### src/rtl/fsc_pkg.sv
// Package: shared sizes, opcode encoding and the condition bundle for fsc_unit.
// Assumes 64-bit FP words with an 11-bit exponent below the sign bit.
package fsc_pkg;
    localparam int unsigned FW      = 64;   // FP word width
    localparam int unsigned EXP_W   = 11;   // exponent width
    localparam int unsigned CTL_LSB = 47;   // lowest kept control bit
    localparam int unsigned SUM_LSB = 52;   // summary-trigger field low bit
    localparam int unsigned SUM_MSB = 57;   // summary-trigger field high bit
    localparam int unsigned OP_W    = 4;    // opcode width

    typedef enum logic [OP_W-1:0] {
        OP_IDLE  = 4'd0,
        OP_CPS   = 4'd1,
        OP_CPSN  = 4'd2,
        OP_CPSE  = 4'd3,
        OP_MVEQ  = 4'd4,
        OP_MVNE  = 4'd5,
        OP_MVGE  = 4'd6,
        OP_MVLT  = 4'd7,
        OP_MVGT  = 4'd8,
        OP_MVLE  = 4'd9,
        OP_CTLWR = 4'd10,
        OP_CTLRD = 4'd11
    } fsc_op_e;

    typedef struct packed {
        logic eq;
        logic ne;
        logic ge;
        logic lt;
        logic gt;
        logic le;
    } fsc_cond_t;
endpackage

### src/rtl/fsc_signcopy.sv
// Module: builds the three sign-copy results from A and B.
// Assumes the sign is the top bit and the exponent sits just below it.
module fsc_signcopy #(
    parameter int unsigned DW    = fsc_pkg::FW,
    parameter int unsigned EXP_W = fsc_pkg::EXP_W
) (
    input  logic [DW-1:0] a,
    input  logic [DW-1:0] b,
    output logic [DW-1:0] cps,
    output logic [DW-1:0] cpsn,
    output logic [DW-1:0] cpse
);
    localparam int unsigned HI_W = EXP_W + 1;   // sign plus exponent
    localparam int unsigned LO_W = DW - HI_W;   // fraction bits

    // Splice the top field of A onto the low field of B.
    always_comb begin
        cps  = {a[DW-1], b[DW-2:0]};
        cpsn = {~a[DW-1], b[DW-2:0]};
        cpse = {a[DW-1 -: HI_W], b[LO_W-1:0]};
    end
endmodule

### src/rtl/fsc_cond_eval.sv
// Module: evaluates the six move conditions on the raw bit pattern of A.
// Assumes a word with only the sign bit set counts as zero.
module fsc_cond_eval #(
    parameter int unsigned DW = fsc_pkg::FW
) (
    input  logic [DW-1:0]      a,
    output fsc_pkg::fsc_cond_t cond
);
    logic sgn;
    logic mag_zero;

    // Split A into its sign and a zero flag for the magnitude.
    always_comb begin
        sgn      = a[DW-1];
        mag_zero = ~|a[DW-2:0];
    end

    // Form every condition from the sign and the zero flag.
    always_comb begin
        cond.eq = mag_zero;
        cond.ne = ~mag_zero;
        cond.ge = ~sgn | mag_zero;
        cond.lt = sgn & ~mag_zero;
        cond.gt = ~sgn & ~mag_zero;
        cond.le = sgn | mag_zero;
    end
endmodule

### src/rtl/fsc_ctl_reg.sv
// Module: the control register with a masked load and a derived summary bit.
// Assumes the summary bit is the top bit and that reset is synchronous.
module fsc_ctl_reg #(
    parameter int unsigned DW      = fsc_pkg::FW,
    parameter int unsigned CTL_LSB = fsc_pkg::CTL_LSB,
    parameter int unsigned SUM_LSB = fsc_pkg::SUM_LSB,
    parameter int unsigned SUM_MSB = fsc_pkg::SUM_MSB
) (
    input  logic          clk,
    input  logic          rst_n,
    input  logic          wr_stb,
    input  logic [DW-1:0] src,
    output logic [DW-1:0] ctl_q
);
    localparam int unsigned KEEP_W = DW - 1 - CTL_LSB;
    localparam logic [DW-1:0] KEEP_MASK = {1'b0, {KEEP_W{1'b1}}, {CTL_LSB{1'b0}}};

    logic [DW-1:0] masked;
    logic          summary;
    logic [DW-1:0] ctl_d;

    // Keep the allowed field and derive the summary bit from the trigger field.
    always_comb begin
        masked  = src & KEEP_MASK;
        summary = |masked[SUM_MSB:SUM_LSB];
        ctl_d   = {summary, masked[DW-2:0]};
    end

    // Hold the register and load it on a write strobe.
    always_ff @(posedge clk) begin
        if (!rst_n)
            ctl_q <= '0;
        else if (wr_stb)
            ctl_q <= ctl_d;
    end
endmodule

### src/rtl/fsc_unit.sv
// Module: top of the sign-copy, conditional-move and control-register unit.
// Assumes unused opcodes act as idle. The result is combinational and the
// control register updates one edge after a write.
module fsc_unit #(
    parameter int unsigned DW    = fsc_pkg::FW,
    parameter int unsigned EXP_W = fsc_pkg::EXP_W
) (
    input  logic          clk,
    input  logic          rst_n,
    input  logic [3:0]    op_sel,
    input  logic [DW-1:0] opnd_a,
    input  logic [DW-1:0] opnd_b,
    input  logic [DW-1:0] dest_in,
    output logic [DW-1:0] res_out,
    output logic          wr_en,
    output logic [DW-1:0] ctl_out
);
    import fsc_pkg::*;

    logic [DW-1:0] cps_v;
    logic [DW-1:0] cpsn_v;
    logic [DW-1:0] cpse_v;
    fsc_cond_t     cond;
    fsc_op_e       op_e;
    logic          ctl_wr;
    logic          mv_hit;

    fsc_signcopy #(.DW(DW), .EXP_W(EXP_W)) u_copy (
        .a    (opnd_a),
        .b    (opnd_b),
        .cps  (cps_v),
        .cpsn (cpsn_v),
        .cpse (cpse_v)
    );

    fsc_cond_eval #(.DW(DW)) u_cond (
        .a    (opnd_a),
        .cond (cond)
    );

    fsc_ctl_reg #(.DW(DW)) u_ctl (
        .clk    (clk),
        .rst_n  (rst_n),
        .wr_stb (ctl_wr),
        .src    (opnd_a),
        .ctl_q  (ctl_out)
    );

    // Decode the opcode and find whether the selected move condition passes.
    always_comb begin
        op_e   = fsc_op_e'(op_sel);
        ctl_wr = (op_e == OP_CTLWR);
        unique case (op_e)
            OP_MVEQ: mv_hit = cond.eq;
            OP_MVNE: mv_hit = cond.ne;
            OP_MVGE: mv_hit = cond.ge;
            OP_MVLT: mv_hit = cond.lt;
            OP_MVGT: mv_hit = cond.gt;
            OP_MVLE: mv_hit = cond.le;
            default: mv_hit = 1'b0;
        endcase
    end

    // Choose the write-back value and the write-enable.
    always_comb begin
        res_out = dest_in;
        wr_en   = 1'b0;
        case (op_e)
            OP_CPS:   begin res_out = cps_v;   wr_en = 1'b1; end
            OP_CPSN:  begin res_out = cpsn_v;  wr_en = 1'b1; end
            OP_CPSE:  begin res_out = cpse_v;  wr_en = 1'b1; end
            OP_CTLRD: begin res_out = ctl_out; wr_en = 1'b1; end
            OP_MVEQ, OP_MVNE, OP_MVGE, OP_MVLT, OP_MVGT, OP_MVLE: begin
                res_out = mv_hit ? opnd_b : dest_in;
                wr_en   = mv_hit;
            end
            default: begin res_out = dest_in; wr_en = 1'b0; end
        endcase
    end
endmodule

### config.mk
export PLATFORM = sky130hd
export DESIGN_NAME = fsc_unit
export DESIGN_NICKNAME = d
export VERILOG_FILES = /design/src/rtl/fsc_pkg.sv /design/src/rtl/fsc_signcopy.sv /design/src/rtl/fsc_cond_eval.sv /design/src/rtl/fsc_ctl_reg.sv /design/src/rtl/fsc_unit.sv
export SDC_FILE = /design/constraint.sdc
export NUM_CORES = 1
export LEC_CHECK = 0
export CORE_AREA = 4 4 126 128
export CTS_CLUSTER_SIZE = 40
export DETAILED_ROUTE_END_ITERATION = 8
export DIE_AREA = 0 0 130 132
export PLACE_DENSITY = 0.71
export RECOVER_POWER = 100
export SETUP_SLACK_MARGIN = 0.15
export SLEW_MARGIN = 10
export SYNTH_ARGS = -nofsm -noshare
export SYNTH_HDL_FRONTEND = slang
export SYNTH_SLANG_ARGS = --single-unit
### constraint.sdc
create_clock -name clk -period 3.3 [get_ports clk]
set_input_delay 0.66 -clock clk [delete_from_list [all_inputs] [get_ports clk]]
set_output_delay 0.66 -clock clk [all_outputs]
set_load 0.01 [all_outputs]
==> impl_results.html <==
<table>
<tr><th>Metric</th><th>Value</th></tr>
<tr><th colspan="2">Worst setup path</th></tr>
<tr><td>Kind of start point of the critical path</td><td>primary input</td></tr>
<tr><td>Reg2Reg Setup Slack</td><td>2600 ps</td></tr>
<tr><td>Worst Path Class, Setup</td><td>primary input to output pin</td></tr>
<tr><td>Required time of the critical path</td><td>2640 ps</td></tr>
<tr><td>Crit-path max FO</td><td>6</td></tr>
<tr><td>Data arrival, critical path</td><td>3060 ps</td></tr>
<tr><td>Critical path capture point type</td><td>output pin</td></tr>
<tr><th colspan="2">Drt</th></tr>
<tr><td>Count of vias placed by the detailed router</td><td>4102</td></tr>
<tr><td>Post-detailed-route wirelength per cell</td><td>16.8 µm</td></tr>
<tr><td>Post-DRT Antenna Nets</td><td>0</td></tr>
<tr><td>Pre-Repair DR Iteration Count</td><td>4</td></tr>
<tr><td>1st-iter DRT viols</td><td>98</td></tr>
<tr><td>Final wirelength</td><td>15300 µm</td></tr>
<tr><td>Avg Vias per Cell</td><td>4.50</td></tr>
<tr><td>Drt drc</td><td>0</td></tr>
<tr><th colspan="2">Timing</th></tr>
<tr><td>Min Tclk post-route</td><td>3720 ps</td></tr>
<tr><td>Number of setup violations in the final report</td><td>65</td></tr>
<tr><td>Final Worst Setup Slack</td><td>-424 ps</td></tr>
<tr><td>Slew @ Worst Pin</td><td>1050 ps</td></tr>
<tr><td>Worst Clk Skew</td><td>0 ps</td></tr>
<tr><td>Fin crit share</td><td>113%</td></tr>
<tr><td>Setup repair after global routing missed its margin</td><td>true</td></tr>
<tr><td>Final Slew Violations</td><td>0</td></tr>
<tr><td>Max Fclk</td><td>269 MHz</td></tr>
<tr><td>Worst slew slack as a fraction of its limit</td><td>29.9%</td></tr>
<tr><td>Endpoints failing hold</td><td>0</td></tr>
<tr><th colspan="2">GRT</th></tr>
<tr><td>Met2 usage in global routing</td><td>28.7%</td></tr>
<tr><td>Initial antenna violation count</td><td>0</td></tr>
<tr><td>First-pass GRT wire length</td><td>20800 µm</td></tr>
<tr><td>M1 GR Usage</td><td>16.6%</td></tr>
<tr><td>Overall Global Routing Usage</td><td>14.9%</td></tr>
<tr><td>Maximum number of pins on one net before global-route repair</td><td>36</td></tr>
<tr><td>Remaining global-route overflow</td><td>0</td></tr>
<tr><td>Via count of the first global-routing pass</td><td>3960</td></tr>
<tr><td>Busiest grt layer</td><td>met2</td></tr>
<tr><td>GR Layer Usage met3</td><td>3.40%</td></tr>
<tr><th colspan="2">Synthesis</th></tr>
<tr><td>Post-synthesis compound-gate area fraction</td><td>38.7%</td></tr>
<tr><td>Share of synthesized flip-flops with an asynchronous set or reset</td><td>0%</td></tr>
<tr><td>Average cell area after synthesis</td><td>6.35 µm²</td></tr>
<tr><td>Synth top area cells</td><td>sky130_fd_sc_hd__o21ai_0 20%, sky130_fd_sc_hd__buf_4 15%, sky130_fd_sc_hd__dfxtp_1 14%, sky130_fd_sc_hd__nand2_1 13%, sky130_fd_sc_hd__a221o_1 6.9%</td></tr>
<tr><td>Simple-gate share of the synthesized area</td><td>26.1%</td></tr>
<tr><td>Yosys warnings</td><td>0</td></tr>
<tr><td>Sequential share of the synthesized area</td><td>13.8%</td></tr>
<tr><td>Cell taking the most area after synthesis</td><td>sky130_fd_sc_hd__o21ai_0</td></tr>
<tr><td>Multiplexer area fraction after synthesis</td><td>0%</td></tr>
<tr><td>Share of the synthesized area in the top cell type</td><td>19.6%</td></tr>
<tr><td>Combinational family with the most area after synthesis</td><td>compound AO/OA/AOI/OAI gates</td></tr>
<tr><td>Flops &amp; latches, synth</td><td>17</td></tr>
<tr><td>Main synth FF type</td><td>sky130_fd_sc_hd__dfxtp_1</td></tr>
<tr><td>Xor and xnor fraction of the mapped netlist area</td><td>0.354%</td></tr>
<tr><td>Adder-cell share of the synthesized area</td><td>0%</td></tr>
<tr><td>Number of synthesized flops with an enable pin</td><td>0</td></tr>
<tr><td>Cell Area, Synth</td><td>0.00247 mm²</td></tr>
<tr><td>Number of distinct standard cells referenced by the synthesized netlist</td><td>37</td></tr>
<tr><td>Cells after Synth</td><td>390</td></tr>
<tr><th colspan="2">Power</th></tr>
<tr><td>Worst IR Drop VDD</td><td>0.000186 V</td></tr>
<tr><td>Leak</td><td>2.85 nW</td></tr>
<tr><td>Final Total Pwr</td><td>1.44 mW</td></tr>
<tr><td>Power per cell area</td><td>221 mW/mm²</td></tr>
<tr><th colspan="2">Run status</th></tr>
<tr><td>Outcome</td><td>finished with violations</td></tr>
<tr><td>Violated checks</td><td>negative setup slack</td></tr>
<tr><th colspan="2">Layout</th></tr>
<tr><td>Commonest cells after routing, fill and taps aside</td><td>135 x sky130_fd_sc_hd__clkdlybuf4s50_1, 87 x sky130_fd_sc_hd__nand2_1, 56 x sky130_fd_sc_hd__buf_2, 49 x sky130_fd_sc_hd__buf_4, 47 x sky130_fd_sc_hd__conb_1</td></tr>
<tr><td>Fin area</td><td>0.00650 mm²</td></tr>
<tr><td>Largest register by flop count</td><td>u_ctl.ctl_q</td></tr>
<tr><td>Flip-flop count of the largest register, all copies and words added</td><td>17</td></tr>
<tr><td>Final layout net count</td><td>923</td></tr>
<tr><td>Layout Area Growth over Synthesis</td><td>163%</td></tr>
<tr><td>Commonest non-fill, non-tap cell in the layout</td><td>sky130_fd_sc_hd__clkdlybuf4s50_1</td></tr>
<tr><td>Largest regs</td><td>u_ctl.ctl_q (17)</td></tr>
<tr><td>Antenna Cells</td><td>0</td></tr>
<tr><td>Non-filler cells in the finished layout</td><td>912</td></tr>
<tr><td>Layout cell share with drive strength beyond 1</td><td>38.8%</td></tr>
<tr><td>Filler cells</td><td>1487</td></tr>
<tr><th colspan="2">Hold path</th></tr>
<tr><td>Hold Path Class</td><td>flip-flop to flip-flop</td></tr>
<tr><th colspan="2">Floorplanning</th></tr>
<tr><td>Num rows</td><td>45</td></tr>
<tr><td>Die Ht</td><td>132 µm</td></tr>
<tr><td>Effective utilization at floorplan</td><td>16.6%</td></tr>
<tr><td>Total die area</td><td>0.0172 mm²</td></tr>
<tr><td>Chip width</td><td>130 µm</td></tr>
<tr><td>Num ports</td><td>327</td></tr>
<tr><td>Area of the core region</td><td>0.0149 mm²</td></tr>
<tr><th colspan="2">Clocking</th></tr>
<tr><td>Clock tree from TritonCTS</td><td>yes</td></tr>
<tr><td>Clock tree root driver cell</td><td>sky130_fd_sc_hd__clkbuf_16</td></tr>
<tr><td>Post-cts hold buffer count</td><td>0</td></tr>
<tr><td>Clock tree sinks</td><td>17</td></tr>
<tr><td>Num CTS Buffers</td><td>3</td></tr>
<tr><td>Deepest clock path buffer count</td><td>2</td></tr>
<tr><td>Deepest level of the CTS H-tree</td><td>1</td></tr>
<tr><td>Clock latency of the later-clocked register in the worst-skew pair</td><td>250 ps</td></tr>
<tr><td>Clock-pin slew reported for the worst setup and hold paths after clock tree synthesis</td><td>60 ps</td></tr>
<tr><th colspan="2">Placement</th></tr>
<tr><td>Port-buffer cells</td><td>279</td></tr>
<tr><td>Final Wtd Congestion</td><td>0.795</td></tr>
<tr><td>Cell count after placement</td><td>876</td></tr>
<tr><td>Estimated wirelength of the detail-placed design</td><td>11100 µm</td></tr>
<tr><td>Placement Cell Area</td><td>0.00581 mm²</td></tr>
<tr><th colspan="2">Flow run</th></tr>
<tr><td>Number of violations of the max-capacitance limit</td><td>0</td></tr>
</table>
metrics by stage:
stage | hold WS [ps] | worst slack (ps) | utilization (%) | TNS, ps
4_1_cts | 488 | -433 | 40.8 | -18660
2_1_floorplan | 495 | -116 | - | -4350
3_5_place_dp | 480 | -1250 | 39.1 | -76490
6_report | 482 | -424 | 43.8 | -21290
3_3_place_gp | 467 | -1290 | 39.1 | -77880
5_1_grt | 506 | -485 | 43.8 | -25270
cells in the mapped netlist, drive strengths merged, types with 3 or more instances:
cell	n
and3	3
nand3	4
a22o	11
nor2	4
nand2	87
and2	6
dfxtp	17
nand4	4
nor3b	3
nor3	5
o21ai	97
buf	52
a21boi	16
clkbuf	31
a221o	17
nor4	14
critical path, cell delays in order:
cell and delay (ps):
sky130_fd_sc_hd__buf_6 90, sky130_fd_sc_hd__or4_4 540, sky130_fd_sc_hd__nor4_4 300, sky130_fd_sc_hd__buf_4 170, sky130_fd_sc_hd__a2bb2oi_2 50, sky130_fd_sc_hd__a211o_1 290
sky130_fd_sc_hd__or2_4 320, sky130_fd_sc_hd__buf_6 150, sky130_fd_sc_hd__buf_16 140, sky130_fd_sc_hd__buf_8 120, sky130_fd_sc_hd__o21ai_4 110, sky130_fd_sc_hd__buf_6 110
where the power goes:
| group | switching (mW) | internal [mW] | leakage, nW |
|---|---|---|---|
| registers | 0.00332 | 0.210 | 0.138 |
| logic | 0.416 | 0.557 | 2.68 |
| clock network | 0.0882 | 0.164 | 0.0371 |
worst paths after layout:
path                                start                           end  cells after the start
max                             opnd_a[8]                   res_out[37]                     12
max reg2reg  u_ctl.ctl_q[54]$_SDFFE_PN0N_  u_ctl.ctl_q[54]$_SDFFE_PN0N_                      2
min          u_ctl.ctl_q[58]$_SDFFE_PN0N_  u_ctl.ctl_q[58]$_SDFFE_PN0N_                      2
min reg2reg  u_ctl.ctl_q[58]$_SDFFE_PN0N_  u_ctl.ctl_q[58]$_SDFFE_PN0N_                      2
cell families after synthesis:
family / Yosys count
AOI/OAI and AO/OA: 150
other: 1
buffers and inverters: 85
xor gates and xnor gates: 1
DFF: 17
and+or+nand+nor: 136
final cells by class:
class / instances / area, µm² / area share, %
clock buffer: 3 / 75.1 / 1.15
clock inverter: 1 / 7.51 / 0.115
inverter: 2 / 7.51 / 0.115
multi-input combinational: 334 / 2340 / 36.0
sequential: 17 / 340 / 5.23
tap: 188 / 235 / 3.62
timing repair buffer: 367 / 3500 / 53.8
routing by layer:
| layer | vias to the layer above | routed length, µm |
|---|---|---|
| met4 | 0 | 166 |
| li1 | 1984 | - |
| met2 | 199 | 8220 |
| met1 | 1907 | 5660 |
| met3 | 12 | 1270 |
| met5 | - | 0 |
repair_timing:
item | CTS | global route
resized for setup | 508 | 136
pin swaps | 53 | 54
endpoints found under the setup margin | 65 | 65
endpoints found under the hold margin | 0 | 0
gates cloned | 4 | 8
setup buffers | 14 | 6
Power figures use the tool's default switching activity.
